$ cat config.mk
export PLATFORM = sky130hd
export DESIGN_NAME = phase_err_det
export DESIGN_NICKNAME = d
export VERILOG_FILES = /design/src/rtl/phase_err_det.sv
export SDC_FILE = /design/constraint.sdc
export NUM_CORES = 1
export LEC_CHECK = 0
export CORE_MARGIN = 4
export CORE_UTILIZATION = 39
export DETAILED_ROUTE_END_ITERATION = 6
export PLACE_DENSITY = 0.64
export SETUP_SLACK_MARGIN = 0.02
export SKIP_CTS_REPAIR_TIMING = 1
export SYNTH_ARGS = -nofsm -noshare
export SYNTH_HDL_FRONTEND = slang
export SYNTH_SLANG_ARGS = --single-unit
$ cat constraint.sdc
create_clock -name clk -period 1.8 [get_ports clk]
set_input_delay 0.27 -clock clk [delete_from_list [all_inputs] [get_ports clk]]
set_output_delay 0.27 -clock clk [all_outputs]
set_load 0.02 [all_outputs]
$ cat src/rtl/phase_err_det.sv
module phase_err_det #(
  parameter int NPH = 3,
  parameter int CW  = 8
) (
  input  logic           clk,
  input  logic           rst_n,
  input  logic [NPH-1:0] hs_on,
  input  logic [NPH-1:0] ls_on,
  input  logic [NPH-1:0] node_in,
  input  logic [CW-1:0]  dead_cyc,
  input  logic [CW-1:0]  blank_cyc,
  output logic [NPH-1:0] phase_err,
  output logic           fault
);
  localparam logic [CW-1:0] CMAX = '1;

  logic [NPH-1:0] sync1, sync2, hs_q, ls_q, err_d;
  logic [CW-1:0]  win;

  assign win = (dead_cyc > blank_cyc) ? dead_cyc : blank_cyc;

  always_ff @(posedge clk or negedge rst_n) begin
    if (!rst_n) begin
      sync1     <= '0;
      sync2     <= '0;
      hs_q      <= '0;
      ls_q      <= '0;
      phase_err <= '0;
    end else begin
      sync1     <= node_in;
      sync2     <= sync1;
      hs_q      <= hs_on;
      ls_q      <= ls_on;
      phase_err <= err_d;
    end
  end

  for (genvar p = 0; p < NPH; p++) begin : g_leg
    logic [CW-1:0] cnt;
    logic          restart;

    assign restart = (hs_on[p] != hs_q[p]) || (ls_on[p] != ls_q[p]) ||
                     !(hs_on[p] || ls_on[p]);

    always_ff @(posedge clk or negedge rst_n) begin
      if (!rst_n)            cnt <= '0;
      else if (restart)      cnt <= '0;
      else if (cnt != CMAX)  cnt <= cnt + 1'b1;
    end

    assign err_d[p] = (cnt >= win) && (hs_q[p] ^ ls_q[p]) && (sync2[p] ^ hs_q[p]);
  end

  assign fault = |phase_err;
endmodule

==> out/metrics.cfg, run 1 <==
[die]
start_util_pct=41.0
die_area_mm2=0.00767
io_pins=31
fp.dieH_um=87.6
num_rows=28
core_mm2=0.00603
die_w_um=87.6

[hold_path]
hp-class=input port to asynchronous set/reset pin

[cts]
cts_tree=built
path_clk_slew_ps=90
h-tree-depth=2
numCtsBuffers=5
cts_buffer_depth=2
clock_latency_ps=300
cts.sinks=39
cts-root-buf=clkbuf_8

[detailed_routing]
viasPerCell=5.26
first_iter_violations=41
drc=0
wl_per_cell_um=14.0
antenna_left=0
vias=2098
drt-total-wl_um=5600
drt-pass1-iter-count=4

[global_route]
grt_pass1_wl_um=8570
antenna_found_initial=0
grt_pass1_vias=1953
grt_overflow=0
grt_use_total_pct=14.2
grt_max_degree=40

[logic_synthesis]
synth_seq_cells=39
yosys_most_used_dff=dfrtp_1
syn_area_mm2=0.00247
ys_async_sr_fraction_pct=100
synth_cells=256
yosys_warnings=0
yosysSeqAreaShare_pct=39.5
synth_cell_types=33
synth_area_per_cell_um2=9.64
synth_nets=315
synth_edf_count=0

[timing]
slew-limit-headroom_pct=67.0
hold_viol_final=0
fmax_mhz=419
period_needed_ps=2380
fin_skew_ps=13.4
setup_viol=3
setup_slack_ps=-584
min_period_over_period_pct=132
slew_violations=0
rsz0062_at_grt=true
worstMarginPinSlew_ps=496

[worst_setup_path]
max_stage_delay_ps=260
arrival_ps=2570
crit_chain=buf_12 -> inv_12 -> ha_4 -> nor2b_4 -> o211ai_2 -> a21oi_4 -> o22ai_4 -> buf_6 -> nand2_2 -> o21ai_4 -> ha_1 -> nand2b_1 -> a21o_1 -> a311oi_2 -> a21o_1 -> o31ai_2
worst_setup_path_start_kind=input port
crit_type=input port to flip-flop
cpMaxStageDelayCell=ha_1
cpMostUsedCell=a21o_1
critPathMaxFanout=3
required_ps=1990
end_kind=flip-flop

[cells_and_area]
nFillCells=511
final_common_cell=dfrtp_1
mostFrequentLayoutCells=39 x dfrtp_1, 34 x nor2_1, 27 x buf_4
area_growth_pct=43.7
final_nets=382
multi_input_area_mm2=0.00173
drive_above_1_share_pct=27.2
final_area_mm2=0.00355
n_antenna_cell=0
register_area_um2=976
postLayoutCoreUtil_pct=58.9

[outcome]
violations=negative setup slack
status=complete, but fails checks

[place]
dpl-instance-area_mm2=0.00313
port_buffers=30
gp_congestion=0.793
dp_hpwl_um=4010

[power_and_ir_drop]
power_mw=2.21
p_leak_nw=1.64
powerDensity_mw_per_mm2=622
peakVddDrop_mv=0.426

[job]
max_cap_viol_count=0

worst max-delay path: cells and delay by family:
kind | cells | cell delay (ps)
AO/OA/AOI/OAI | 8 | 1220
buffers and inverters | 3 | 310
AND/OR/NAND/NOR | 3 | 330
adder cells (fa/ha/maj) | 2 | 440
final cells by class:
| class | instances | share of cell area, % |
|---|---|---|
| clock buffers | 6 | 2.33 |
| clock inverters | 2 | 1.09 |
| inverters | 12 | 1.62 |
| multi-input cells | 205 | 48.7 |
| flip-flops and latches | 39 | 27.5 |
| well taps | 75 | 2.65 |
| repair buffers | 60 | 16.1 |
power by group:
part           switching [mW]  total, mW  internal (mW)
Clock                   0.330      0.787          0.456
Sequential             0.0173      0.914          0.896
Combinational           0.238      0.508          0.270
logic make-up after synthesis:
family	count (synthesis)	share of synthesized area (%)
DFF	39	39.5
buffers and inverters	12	1.82
muxes	12	5.07
xor gates and xnor gates	11	3.90
AOI/OAI and AO/OA	56	15.1
and+or+nand+nor	94	18.4
adders and majority gates	32	16.2
stage by stage:
stage,setup WS [ps],TNS [ps],hold slack [ps],instances
final,-584,-1640,11.3,399
after global routing,-675,-1950,60.6,399
after CTS,-1250,-3790,27.6,397
after detailed placement,-1570,-4640,336,389
after global placement,-1490,-4390,333,389
after floorplan,-694,-2010,-25.6,256
synthesized netlist by cell type (4+ instances only):
cell type  count  share of area, %
nand3_1       14               2.8
a31oi_1        4               1.0
and3_1         5               1.3
inv_1         12               1.8
dfrtp_1       39                40
a21o_1         5               1.5
nand2b_1       6               1.5
nor2_1        34               5.2
mux2i_1       11               4.5
a21oi_1        9               1.8
ha_1          32                16
nand2_1       19               2.9
nand4_1        4               1.0
xnor2_1        6               2.1
nor3_1         4              0.81
o21ai_0       27               5.5
xor2_1         5               1.8
sequential cells by signal (all words and copies together), names as in the netlist:
| signal | count |
|---|---|
| sync1 | 3 |
| g_leg.cnt | 24 |
| hs_q | 3 |
| phase_err | 3 |
| ls_q | 3 |
| sync2 | 3 |
final timing paths:
path	start	endpoint	slack (ps)	cells after the start
hold / removal	rst_n	g_leg[1].cnt[0]	10	2
max in group asynchronous	rst_n	phase_err[0]	1440	2
hold reg to reg	sync1[1]	sync2[1]	350	0
setup reg to reg	g_leg[1].cnt[0]	phase_err[1]	70	7
min in group clk	sync1[1]	sync2[1]	350	0
setup / recovery	blank_cyc[1]	phase_err[1]	-580	16
routing by layer:
metal  up-vias  wire, um  global-route usage, %
li1       1058         -                      -
met3         6       173                   3.01
met1      1009      2520                   17.7
met2        25      2830                   24.0
met4         0        78                   5.44
met5         -         0                      0
No activity file was read; power rests on OpenSTA's default activity.
==> run 2, diff against run 1 <==
--- a/config.mk
+++ b/config.mk
@@ -6,9 +6,9 @@
 export NUM_CORES = 1
 export LEC_CHECK = 0
 export CORE_MARGIN = 4
-export CORE_UTILIZATION = 39
+export CORE_UTILIZATION = 34
 export DETAILED_ROUTE_END_ITERATION = 6
-export PLACE_DENSITY = 0.64
+export PLACE_DENSITY = 0.57
 export SETUP_SLACK_MARGIN = 0.02
 export SKIP_CTS_REPAIR_TIMING = 1
 export SYNTH_ARGS = -nofsm -noshare
==> run 2 against run 1 <==
Net effect:
- the run still ends with negative setup slack left
- count of clock-buffer cells in the layout shrank 1
- design area grew 3.6%
- clock skew grew 3.5 ps
- fmax shrank 2.0%
- final cell count grew 6.8%
- worst setup slack lost 50 ps
==> out/metrics.cfg, run 2 (synthesized netlist as in run 1, its figures left out) <==
[outcome]
status=complete, but fails checks
violations=negative setup slack

[place]
dp_hpwl_um=4140  ; +3.3%
dpl-instance-area_mm2=0.00318  ; +1.7%
port_buffers=30  ; unchanged
gp_congestion=0.770  ; -2.9%

[detailed_routing]
first_iter_violations=33  ; -20%
antenna_left=0  ; unchanged
drc=0  ; unchanged
vias=2076  ; -1.0%
wl_per_cell_um=13.4  ; -4.6%
drt-pass1-iter-count=4  ; unchanged
viasPerCell=4.87  ; -7.3%
drt-total-wl_um=5710  ; +1.9%

[worst_setup_path]
cpMaxStageDelayCell=mux2i_4
max_stage_delay_ps=310  ; +50 ps
crit_type=input port to flip-flop
arrival_ps=2630  ; +60 ps
r2r_slack_ps=140  ; +70 ps
crit_family=compound AO/OA/AOI/OAI gates
r2r_start=g_leg[2].cnt[0]
critPathMaxFanout=5  ; +2
critPathLaunch=blank_cyc[1]
worst_setup_path_start_kind=input port
required_ps=2000  ; about the same
crit_chain=buf_12 -> inv_12 -> ha_4 -> nor2b_4 -> o211ai_2 -> a21oi_4 -> o22ai_4 -> buf_12 -> buf_6 -> mux2i_4 -> buf_6 -> ha_4 -> a21oi_2 -> o21ai_1 -> nand2b_1 -> o2111ai_1 -> o21ai_1
cp_num_buf_inv=5  ; +2
end_kind=flip-flop

[global_route]
antenna_found_initial=0  ; unchanged
grt_pass1_wl_um=8740  ; +1.9%
grt_overflow=0  ; unchanged
grt_max_degree=24  ; -40%
grt_use_total_pct=12.8  ; -1.4 points
grt_pass1_vias=1874  ; -4.0%

[cts]
clock_latency_ps=300  ; about the same
h-tree-depth=2  ; unchanged
cts-root-buf=clkbuf_8
cts_tree=built
cts.sinks=39  ; unchanged
cts_buffer_depth=2  ; unchanged
path_clk_slew_ps=100  ; about the same
numCtsBuffers=5  ; unchanged

[timing]
worstMarginPinSlew_ps=418  ; -77.7 ps
hold_viol_final=0  ; unchanged
period_needed_ps=2430  ; +49.7 ps
setup_slack_ps=-634  ; -49.7 ps
rsz0062_at_grt=true
holdWs_ps=353  ; +341 ps
slew_violations=0  ; unchanged
fin_skew_ps=16.9  ; +3.48 ps
setup_tns_ps=-1810  ; -167 ps
fmax_mhz=411  ; -2.0%
setup_viol=3  ; unchanged
slew-limit-headroom_pct=72.1  ; +5.2 points
min_period_over_period_pct=135  ; +2.8 points

[cells_and_area]
final_nets=388  ; +1.6%
postLayoutCoreUtil_pct=53.2  ; -5.7 points
final_area_mm2=0.00367  ; +3.6%
mostFrequentLayoutCells=39 x dfrtp_1, 34 x nor2_1, 30 x buf_4
area_growth_pct=48.8
drive_above_1_share_pct=28.5  ; +1.3 points
nFillCells=651  ; +27%
final_common_cell=dfrtp_1
largest_reg_flops=24  ; unchanged
top_register=g_leg.cnt
n_antenna_cell=0  ; unchanged

[die]
num_rows=30  ; +7.1%
die_area_mm2=0.00869  ; +13%
die_w_um=93.2  ; +6.5%
fp.dieH_um=93.2  ; +6.5%
io_pins=31  ; unchanged
start_util_pct=35.7  ; -5.2 points
core_mm2=0.00691  ; +15%

[hold_path]
hold_start=sync1[1]
hp-class=flip-flop to flip-flop

[power_and_ir_drop]
powerDensity_mw_per_mm2=608  ; -2.3%
peakVddDrop_mv=0.499  ; +17%
power_mw=2.23  ; +1.2%
p_leak_nw=1.68  ; +2.1%

[job]
max_cap_viol_count=0  ; unchanged

==> run 2: worst register-to-register path, stage by stage, from the launching register on <==
cell,delay (ps)
dfrtp_1,420
inv_1,110
ha_4,200
nand2b_1,130
a21o_1,180
a311oi_1,220
a21o_1,200
o31ai_4,70
==> run 2: layout make-up <==
class                   count  area, um^2  area share (%)
inverters                  12        57.6            1.57
repair buffers             66         644            17.5
clock buffers               5        68.8            1.87
well taps                  96         120            3.27
clock inverters             3        46.3            1.26
multi-input cells         205        1760            47.9
flip-flops and latches     39         976            26.6
==> run 2: final timing paths <==
check	endpoint	cells past startpoint
hold reg to reg	sync2[1]	0
min in group asynchronous	ls_q[2]	2
setup / recovery	phase_err[0]	17
setup reg to reg	phase_err[2]	7
max in group asynchronous	g_leg[1].cnt[1]	3
hold / removal	sync2[1]	0
==> run 2: where the power goes <==
group | switching [mW] | internal (mW) | total (mW)
clock | 0.346 | 0.418 | 0.764
sequential | 0.0180 | 0.896 | 0.914
combinational | 0.251 | 0.305 | 0.556
==> run 2: metrics by stage <==
step	std cells	setup WS (ps)
after global routing	426	-748
after floorplan	256	-694
after global placement	412	-1610
after detailed placement	412	-1710
final	426	-634
after CTS	420	-1410
==> run 2: metal layers <==
| layer | vias up | wire [um] | track usage [%] | share of wire (%) |
|---|---|---|---|---|
| li1 | 1073 | - | - | - |
| met1 | 967 | 2710 | 16.4 | 48 |
| met2 | 26 | 2700 | 21.1 | 47 |
| met3 | 10 | 202 | 3.06 | 3.5 |
| met4 | 0 | 91 | 4.03 | 1.6 |
| met5 | - | 0 | 0 | 0 |
==> run 3, diff against run 2 <==
--- a/config.mk
+++ b/config.mk
@@ -8,6 +8,7 @@
 export CORE_MARGIN = 4
 export CORE_UTILIZATION = 34
 export DETAILED_ROUTE_END_ITERATION = 6
+export HOLD_SLACK_MARGIN = 0.12
 export PLACE_DENSITY = 0.57
 export SETUP_SLACK_MARGIN = 0.02
 export SKIP_CTS_REPAIR_TIMING = 1
==> results of run 3 <==
The final DEF is identical to that of run 2; final timing and power are the same.
